`config.mk`:
```
export PLATFORM = sky130hd
export DESIGN_NAME = eprom_bank_reader
export DESIGN_NICKNAME = d
export VERILOG_FILES = /design/src/rtl/eprom_rd_pkg.sv /design/src/rtl/eprom_wait_timer.sv /design/src/rtl/eprom_ce_decode.sv /design/src/rtl/eprom_rd_fsm.sv /design/src/rtl/eprom_bank_reader.sv
export SDC_FILE = /design/constraint.sdc
export NUM_CORES = 1
export LEC_CHECK = 0
export BUFFER_PORTS_ARGS = -buffer_cell sky130_fd_sc_hd__buf_2
export CORE_ASPECT_RATIO = 1.5
export CORE_MARGIN = 3
export CORE_UTILIZATION = 40
export CTS_CLUSTER_SIZE = 25
export DETAILED_ROUTE_END_ITERATION = 7
export PLACE_DENSITY = 0.68
export SYNTH_ARGS = -nofsm -noshare
export SYNTH_HDL_FRONTEND = slang
export SYNTH_SLANG_ARGS = --single-unit
```
`constraint.sdc`:
```
create_clock -name clk -period 2.5 [get_ports clk]
set_input_delay 0.25 -clock clk [delete_from_list [all_inputs] [get_ports clk]]
set_output_delay 0.25 -clock clk [all_outputs]
set_load 0.01 [all_outputs]
```
`src/rtl/eprom_rd_pkg.sv`:
```
package eprom_rd_pkg;

    typedef enum logic [1:0] {
        ST_IDLE   = 2'd0,
        ST_SETUP  = 2'd1,
        ST_ACCESS = 2'd2,
        ST_FLOAT  = 2'd3
    } rd_state_e;

endpackage

```
`src/rtl/eprom_wait_timer.sv`:
```
module eprom_wait_timer #(
    parameter int CW = 3
) (
    input  logic          clk,
    input  logic          rst_n,
    input  logic          load,
    input  logic [CW-1:0] load_val,
    output logic          expired
);

    logic [CW-1:0] cnt_q;

    always_ff @(posedge clk) begin
        if (!rst_n) begin
            cnt_q <= '0;
        end else if (load) begin
            cnt_q <= load_val;
        end else if (cnt_q != '0) begin
            cnt_q <= cnt_q - 1'b1;
        end
    end

    assign expired = (cnt_q == '0);

endmodule

```
`src/rtl/eprom_ce_decode.sv`:
```
module eprom_ce_decode #(
    parameter int N_DEV = 4,
    parameter int SEL_W = 2
) (
    input  logic             en,
    input  logic [SEL_W-1:0] sel,
    output logic [N_DEV-1:0] ce_n
);

    for (genvar k = 0; k < N_DEV; k++) begin : g_dev
        assign ce_n[k] = !(en && (sel == SEL_W'(k)));
    end

endmodule

```
`src/rtl/eprom_rd_fsm.sv`:
```
module eprom_rd_fsm
    import eprom_rd_pkg::*;
#(
    parameter int SETUP_CYC = 3,
    parameter int OE_CYC    = 2,
    parameter int FLOAT_CYC = 2,
    parameter int CW        = 2
) (
    input  logic clk,
    input  logic rst_n,
    input  logic req_valid,
    output logic req_ready,
    output logic accept,
    output logic ce_active,
    output logic oe_active,
    output logic capture
);

    rd_state_e     state_q, state_d;
    rd_state_e     first_st;
    logic [CW-1:0] first_ld;
    logic          load;
    logic [CW-1:0] load_val;
    logic          expired;

    // Entry path out of idle depends on whether output enable needs a lead
    if (SETUP_CYC > 0) begin : g_lead
        assign first_st = ST_SETUP;
        assign first_ld = CW'(SETUP_CYC - 1);
    end else begin : g_nolead
        assign first_st = ST_ACCESS;
        assign first_ld = CW'(OE_CYC - 1);
    end

    eprom_wait_timer #(.CW(CW)) u_timer (
        .clk      (clk),
        .rst_n    (rst_n),
        .load     (load),
        .load_val (load_val),
        .expired  (expired)
    );

    always_ff @(posedge clk) begin
        if (!rst_n) begin
            state_q <= ST_IDLE;
        end else begin
            state_q <= state_d;
        end
    end

    always_comb begin
        state_d  = state_q;
        load     = 1'b0;
        load_val = '0;
        unique case (state_q)
            ST_IDLE: begin
                if (req_valid) begin
                    state_d  = first_st;
                    load     = 1'b1;
                    load_val = first_ld;
                end
            end
            ST_SETUP: begin
                if (expired) begin
                    state_d  = ST_ACCESS;
                    load     = 1'b1;
                    load_val = CW'(OE_CYC - 1);
                end
            end
            ST_ACCESS: begin
                if (expired) begin
                    state_d  = ST_FLOAT;
                    load     = 1'b1;
                    load_val = CW'(FLOAT_CYC - 1);
                end
            end
            ST_FLOAT: begin
                if (expired) begin
                    state_d = ST_IDLE;
                end
            end
            default: state_d = ST_IDLE;
        endcase
    end

    always_comb begin
        req_ready = (state_q == ST_IDLE);
        accept    = req_ready && req_valid;
        ce_active = (state_q == ST_SETUP) || (state_q == ST_ACCESS);
        oe_active = (state_q == ST_ACCESS);
        capture   = (state_q == ST_ACCESS) && expired;
    end

endmodule

```
`src/rtl/eprom_bank_reader.sv`:
```
module eprom_bank_reader #(
    parameter int N_DEV     = 4,
    parameter int DEV_AW    = 16,
    parameter int DW        = 8,
    parameter int ACC_CYC   = 5,
    parameter int OE_CYC    = 2,
    parameter int FLOAT_CYC = 2,
    localparam int SEL_W    = $clog2(N_DEV),
    localparam int ADDR_W   = DEV_AW + SEL_W
) (
    input  logic              clk,
    input  logic              rst_n,
    input  logic              req_valid,
    input  logic [ADDR_W-1:0] req_addr,
    output logic              req_ready,
    output logic              rd_valid,
    output logic [DW-1:0]     rd_data,
    output logic [DEV_AW-1:0] mem_addr,
    output logic [N_DEV-1:0]  mem_ce_n,
    output logic              mem_oe_n,
    input  logic [DW-1:0]     mem_dq
);

    localparam int SETUP_CYC = (ACC_CYC > OE_CYC) ? (ACC_CYC - OE_CYC) : 0;
    localparam int MAX_A     = (SETUP_CYC > OE_CYC) ? SETUP_CYC : OE_CYC;
    localparam int MAX_WAIT  = (MAX_A > FLOAT_CYC) ? MAX_A : FLOAT_CYC;
    localparam int CW        = (MAX_WAIT < 2) ? 1 : $clog2(MAX_WAIT + 1);

    logic [ADDR_W-1:0] addr_q;
    logic              accept;
    logic              ce_active;
    logic              oe_active;
    logic              capture;

    eprom_rd_fsm #(
        .SETUP_CYC (SETUP_CYC),
        .OE_CYC    (OE_CYC),
        .FLOAT_CYC (FLOAT_CYC),
        .CW        (CW)
    ) u_fsm (
        .clk       (clk),
        .rst_n     (rst_n),
        .req_valid (req_valid),
        .req_ready (req_ready),
        .accept    (accept),
        .ce_active (ce_active),
        .oe_active (oe_active),
        .capture   (capture)
    );

    always_ff @(posedge clk) begin
        if (!rst_n) begin
            addr_q <= '0;
        end else if (accept) begin
            addr_q <= req_addr;
        end
    end

    eprom_ce_decode #(
        .N_DEV (N_DEV),
        .SEL_W (SEL_W)
    ) u_dec (
        .en   (ce_active),
        .sel  (addr_q[ADDR_W-1:DEV_AW]),
        .ce_n (mem_ce_n)
    );

    assign mem_addr = addr_q[DEV_AW-1:0];
    assign mem_oe_n = !oe_active;

    always_ff @(posedge clk) begin
        if (!rst_n) begin
            rd_data  <= '0;
            rd_valid <= 1'b0;
        end else begin
            rd_valid <= capture;
            if (capture) begin
                rd_data <= mem_dq;
            end
        end
    end

endmodule

```
Word-level counts from Yosys, hierarchy flattened

Cells that the tools add are included.

Muxes and demuxes: 13
$add $sub $neg: 1
Eq/ne operators: 10
Reductions and logical operators: 19

Operators with widths:

| cell                | count |
|---|---|
| $mux 2              | 7 |
| $eq 2x2->1 const B  | 4 |
| $pmux 2 s4          | 1 |
| $logic_and 1x1->1   | 6 |
| $logic_not 2->1     | 3 |
| $ne 2x1->1 const B  | 3 |
| $logic_not 1->1     | 5 |
| $eq 2x1->1 const B  | 2 |
| $pmux 2 s2          | 1 |
| $reduce_and 4->1    | 1 |
| $reduce_bool 2->1   | 2 |
| $mux 1              | 3 |
| $ne 2x2->1 const B  | 1 |
| $pmux 1 s2          | 1 |
| $reduce_or 2->1     | 1 |
| $sub 2x1->2 const B | 1 |
| $logic_or 1x1->1    | 1 |

Input bits: 29
Register bits after elaboration: 31
Word-level logic and storage cells: 48

Depth between registers and ports, before layout

Word-level depth: 4
Depth in mapped cells: 7

Modules after synthesis

From an unflattened synthesis, not the netlist that was laid out.

Cell total of the unflattened synthesis: 144
Area total of the unflattened synthesis: 1496.4 um^2

Modules (own cells, without submodules):

| module            | area an instance (um^2) | cells each | seq. area each (um^2) | times used |
|---|---|---|---|---|
| eprom_bank_reader | 1139.8                  | 102        | 540.5                 | 1 |
| eprom_rd_fsm      | 203.9                   | 25         | 40.0                  | 1 |
| eprom_wait_timer  | 123.9                   | 13         | 40.0                  | 1 |
| eprom_ce_decode   | 28.8                    | 4          | 0.0                   | 1 |

Worst setup path before layout

OpenSTA, ideal clock, no wires.

Kind: reg-to-output
Start: register u_fsm.state_q[0]
End: output mem_ce_n[0]
Arrival: 1255 ps
Setup slack: 995 ps
Cell stages (with the launch flop): 4
Buffers on the path: 0
Cells stage by stage: dfxtp_1 -> inv_1 -> ha_1 -> or3b_2

Cells in the longest elaborated chain, start to end: 4
Elaborated cells on any way between the ends: 5
Classes of those cells: eq/ne (2); reduce/logical (3)

RTL lines:

| element                                         | RTL line                | text |
|---|---|---|
| start, declared                                 | eprom_rd_fsm.sv:19      | `rd_state_e state_q, state_d;` |
| start signal, assigned                          | eprom_rd_fsm.sv:47      | `state_q <= state_d;` |
| $eq 2x1->1 / $eq 2x2->1 (equally long branches) | eprom_rd_fsm.sv:89      | `ce_active = (state_q == ST_SETUP) \|\| (state_q == ST_ACCESS);` |
| $logic_or 1x1->1 *                              | eprom_rd_fsm.sv:89      |  |
| $logic_and 1x1->1 *                             | eprom_ce_decode.sv:11   | `assign ce_n[k] = !(en && (sel == SEL_W'(k)));` |
| $logic_not 1->1 *                               | eprom_ce_decode.sv:11   |  |
| end, declared                                   | eprom_bank_reader.sv:19 | `output logic [N_DEV-1:0] mem_ce_n,` |

Mark *: on every way between the ends. The rest lies on a longest branch, timed or not.

Final worst setup path

Ends and elaborated chain as after synthesis.

==> impl_table.tex <==
\begin{tabular}{lr}
\hline
Metric & Value \\
\hline
\multicolumn{2}{l}{\textbf{Power}} \\
\quad Part of the power in the clock network & 0.258 \\
\quad Switching share of power & 0.3539 \\
\quad Max VDD drop & 0.6179 mV \\
\quad Static Leak & 0.7939 nW \\
\quad Share of power burned in combinational logic & 0.382 \\
\quad Total power divided by cell area & 1001 nW/um\^{}2 \\
\quad Net load switching power & 0.6304 mW \\
\quad Cell Int Power & 1.151 mW \\
\quad Sequential Power Share & 0.360 \\
\multicolumn{2}{l}{\textbf{Clock network}} \\
\quad Number of levels the H-tree was split into & 2 \\
\quad Total of cells resized after clock tree synthesis & 0 \\
\quad Number of buffers inserted during clock tree synthesis & 5 \\
\quad Clock-pin slew reported for the worst setup and hold paths after clock tree synthesis & 0.06 ns \\
\quad Clock Root Buffer & sky130\_fd\_sc\_hd\_\_clkbuf\_8 \\
\quad Clock sink count & 31 \\
\quad Source-to-sink clock delay at the later pin of the worst-skew pair & $\sim$0.28 ns \\
\quad Clock Path Buffers & 2 \\
\quad Number of post-CTS setup repair buffers & 0 \\
\quad Hold bufs inserted after CTS & 0 \\
\quad CTS tree & done \\
\multicolumn{2}{l}{\textbf{Layout}} \\
\quad Fraction of final layout cells with drive strength greater than 1 & 0.3692 \\
\quad Area taken by multi-input logic gates & 685.7 um\^{}2 \\
\quad Post-Route Utilization & 0.5064 \\
\quad Fill count & around 370 \\
\quad Nets@finish & 249 \\
\quad Commonest non-fill, non-tap cells in the layout & sky130\_fd\_sc\_hd\_\_buf\_2, sky130\_fd\_sc\_hd\_\_nand2\_1, sky130\_fd\_sc\_hd\_\_dfxtp\_1 \\
\quad Antenna Diode Count & 0 \\
\quad Leading cell type in the layout, fill and taps excluded & sky130\_fd\_sc\_hd\_\_buf\_2 \\
\quad Area growth, synth to finish & 18.11\% \\
\quad Sequential cell area & just over 600 um\^{}2 \\
\multicolumn{2}{l}{\textbf{Route}} \\
\quad Number of optimization iterations in the first detailed-route pass & 4 \\
\quad Total length of routed wires & 3.041 mm \\
\quad DR vias & between 1000 and 1500 \\
\quad Via-per-instance ratio & around 4.8 \\
\quad Final routed wire length divided by cell count & 11.88 um \\
\quad Post-route DRC violation count & 0 \\
\quad ANT nets after route & 0 \\
\quad Iteration-0 DRC count of the detailed router & 26 \\
\multicolumn{2}{l}{\textbf{Worst hold path}} \\
\quad Source of the worst hold timing path & req\_addr[3] \\
\quad Worst hold path cell count & 3 \\
\quad Hold-critical path endpoint & addr\_q[3]\$\_SDFFE\_PN0P\_ \\
\quad Worst hold path class & primary input to flip-flop \\
\multicolumn{2}{l}{\textbf{Worst setup path}} \\
\quad Crit start category & flip-flop \\
\quad Buffering stage count on the worst path with inverters included & 2 \\
\quad Family with the most delay on the worst path & simple AND/OR/NAND/NOR gates \\
\quad R2r setup slk & 1.04 ns \\
\quad Startpoint of the most critical register-to-register path & u\_fsm.state\_q[0]\$\_SDFFE\_PN0P\_ \\
\quad Required time worst endpoint & 2.25 ns \\
\quad CP max stage cell & sky130\_fd\_sc\_hd\_\_or3b\_2 \\
\quad Worst Setup Path Type & flip-flop to output port \\
\quad Capture instance of the worst register-to-register path & u\_fsm.state\_q[1]\$\_SDFFE\_PN0P\_ \\
\quad Length in cells of the worst reg-to-reg path & 5 \\
\quad Critical Path End Type & output port \\
\quad Ordered cell list for the critical path & inv\_1 -> ha\_1 -> or3b\_2 -> buf\_2 \\
\quad Highest cell delay on the worst timing path & between 0.4 and 0.5 ns \\
\quad Arrival time of the worst setup path & 1.75 ns \\
\quad Largest fanout on the critical path & 7 \\
\multicolumn{2}{l}{\textbf{Timing}} \\
\quad Slew @ Worst Pin & 0.4976 ns \\
\quad Setup TNS & 0 ns \\
\quad Clock tree skew after final layout & 0.006834 ns \\
\quad Slew headroom & 0.6683 \\
\quad Number of hold violations in the final report & 0 \\
\quad Setup repair after global routing missed its margin & no \\
\quad Final worst path period need & 1.999 ns \\
\quad Pins Over Slew Limit & 0 \\
\quad Crit share post-route & 0.7995 \\
\quad Post-route setup slack & 0.5012 ns \\
\quad Setup-violating endpoint count in the final report & 0 \\
\quad Highest Clock Rate & 500.3 MHz \\
\multicolumn{2}{l}{\textbf{Yosys}} \\
\quad Netlist area before placement & around 1500 um\^{}2 \\
\quad Distinct cell type count of the synthesized netlist & 26 \\
\quad Synthesized netlist cell count & between 150 and 200 \\
\quad Post-synthesis net count & between 200 and 250 \\
\quad Sequential cell area fraction in the yosys report & 0.4120 \\
\quad Mapped Avg Cell Area & 8.758 um\^{}2 \\
\quad Yosys reg bits & 31 \\
\quad Number of warning messages in the yosys log & 0 \\
\multicolumn{2}{l}{\textbf{GRT}} \\
\quad First-pass GRT wire length & approximately 5.2 mm \\
\quad M3 GR Usage & 0.07313 \\
\quad GRT Total Usage & 0.1459 \\
\quad Total congestion overflow after global routing & 0 \\
\quad Maximum number of pins on one net before global-route repair & 34 \\
\quad Met2 GRT Util & 0.2553 \\
\quad Number of antenna violations at the first check in global routing & 0 \\
\quad Global routing met1 resource utilization & 0.1509 \\
\quad Number of global-route vias before repair & 1197 \\
\quad Busiest layer in global routing & met2 \\
\multicolumn{2}{l}{\textbf{Place}} \\
\quad Post-placement setup slack & 0.7962 ns \\
\quad Port-buffer cells & 59 \\
\quad Routability congestion estimate & 0.6634 \\
\quad Dpl hpwl & 2.257 mm \\
\multicolumn{2}{l}{\textbf{Run}} \\
\quad Max-cap violations & 0 \\
\multicolumn{2}{l}{\textbf{Floorplan}} \\
\quad Top-level I/O count & 60 \\
\quad Die extent in x & $\sim$56 um \\
\quad Die Ht & 81.16 um \\
\quad Effective utilization at floorplan & 0.4288 \\
\quad Area of the die & approximately 4600 um\^{}2 \\
\quad Number of placement rows & 26 \\
\quad Floorplan core area & 3513 um\^{}2 \\
\multicolumn{2}{l}{\textbf{Outcome}} \\
\quad Status & finished clean \\
\hline
\end{tabular}
==> synthesized netlist by cell type, drive strengths merged <==
cell type  count  share of area
dfxtp         31           0.41
or3b           1         0.0058
nand2         49           0.12
nor2           2         0.0050
ha             6          0.050
and2           1         0.0050
o221ai         1          0.010
inv            6          0.015
clkbuf         3         0.0075
o21ai          2         0.0066
or2b           1         0.0050
mux2i          2          0.013
a21oi          2         0.0066
a21boi        27           0.16
and3           1         0.0042
nand3b         3          0.015
nand3          9          0.030
nand2b         2         0.0083
a31oi          1         0.0042
nor3           1         0.0033
buf           21           0.11
==> power by group through the flow <==
stage          clock, mW  combinational, mW  sequential (mW)
2_1_floorplan          0              0.580            0.653
3_3_place_gp           0              0.685            0.650
3_5_place_dp           0              0.695            0.654
4_1_cts            0.477              0.695            0.643
5_1_grt            0.511              0.776            0.656
6_report           0.459              0.680            0.642
==> per-layer routing <==
| layer | routed length [um] | share of wire |
|---|---|---|
| met3 | 288 | 0.095 |
| met5 | 0 | 0 |
| met4 | 46 | 0.015 |
| met1 | 1279 | 0.42 |
| met2 | 1427 | 0.47 |
==> sequential cells by signal, indices dropped and copies added (netlist names) <==
name / cells
addr_q: 18
rd_data: 8
rd_valid: 1
u_fsm.state_q: 2
u_fsm.u_timer.cnt_q: 2
==> worst min-delay path: stages <==
cell and delay (ns):
sky130_fd_sc_hd__buf_2 0.09, sky130_fd_sc_hd__nand2_1 0.04, sky130_fd_sc_hd__a21boi_0 0.06
==> cell families after synthesis <==
group | share of synthesized area
compound gates | 0.1869
fa+ha+maj | 0.04983
buf+inv | 0.1329
flops | 0.4120
mux | 0.01329
simple gates | 0.2052
==> worst max-delay path by stage <==
stage,start,end,slack [ns],cells after the start
global route,u_fsm.state_q[0]$_SDFFE_PN0P_,mem_ce_n[0],0.38,4
finish,u_fsm.state_q[0]$_SDFFE_PN0P_,mem_ce_n[0],0.50,4
floorplan,u_fsm.state_q[0]$_SDFFE_PN0P_,mem_ce_n[0],1.0,3
CTS,u_fsm.state_q[0]$_SDFFE_PN0P_,mem_ce_n[0],0.49,4
detailed placement,u_fsm.state_q[0]$_SDFFE_PN0P_,mem_ce_n[0],0.80,4
global placement,u_fsm.state_q[0]$_SDFFE_PN0P_,mem_ce_n[0],0.85,4
==> through the flow <==
step	area [um^2]	hold WS (ns)	cells	total power [mW]
after floorplan	1506	0.3948	172	1.233
after global placement	1677	0.4494	249	1.335
after detailed placement	1677	0.4538	249	1.348
after CTS	1779	0.2082	256	1.815
after global routing	1779	0.2060	256	1.943
final	1779	0.2136	256	1.781
==> cell type report <==
cell class,instances,area share
flip-flops and latches,31,0.3488
multi-input cells,111,0.3854
clock buffers,6,0.04079
clock inverters,1,0.01688
repair buffers,59,0.1660
inverters,6,0.01266
well taps,42,0.02954
Power figures use the tool's default switching activity.
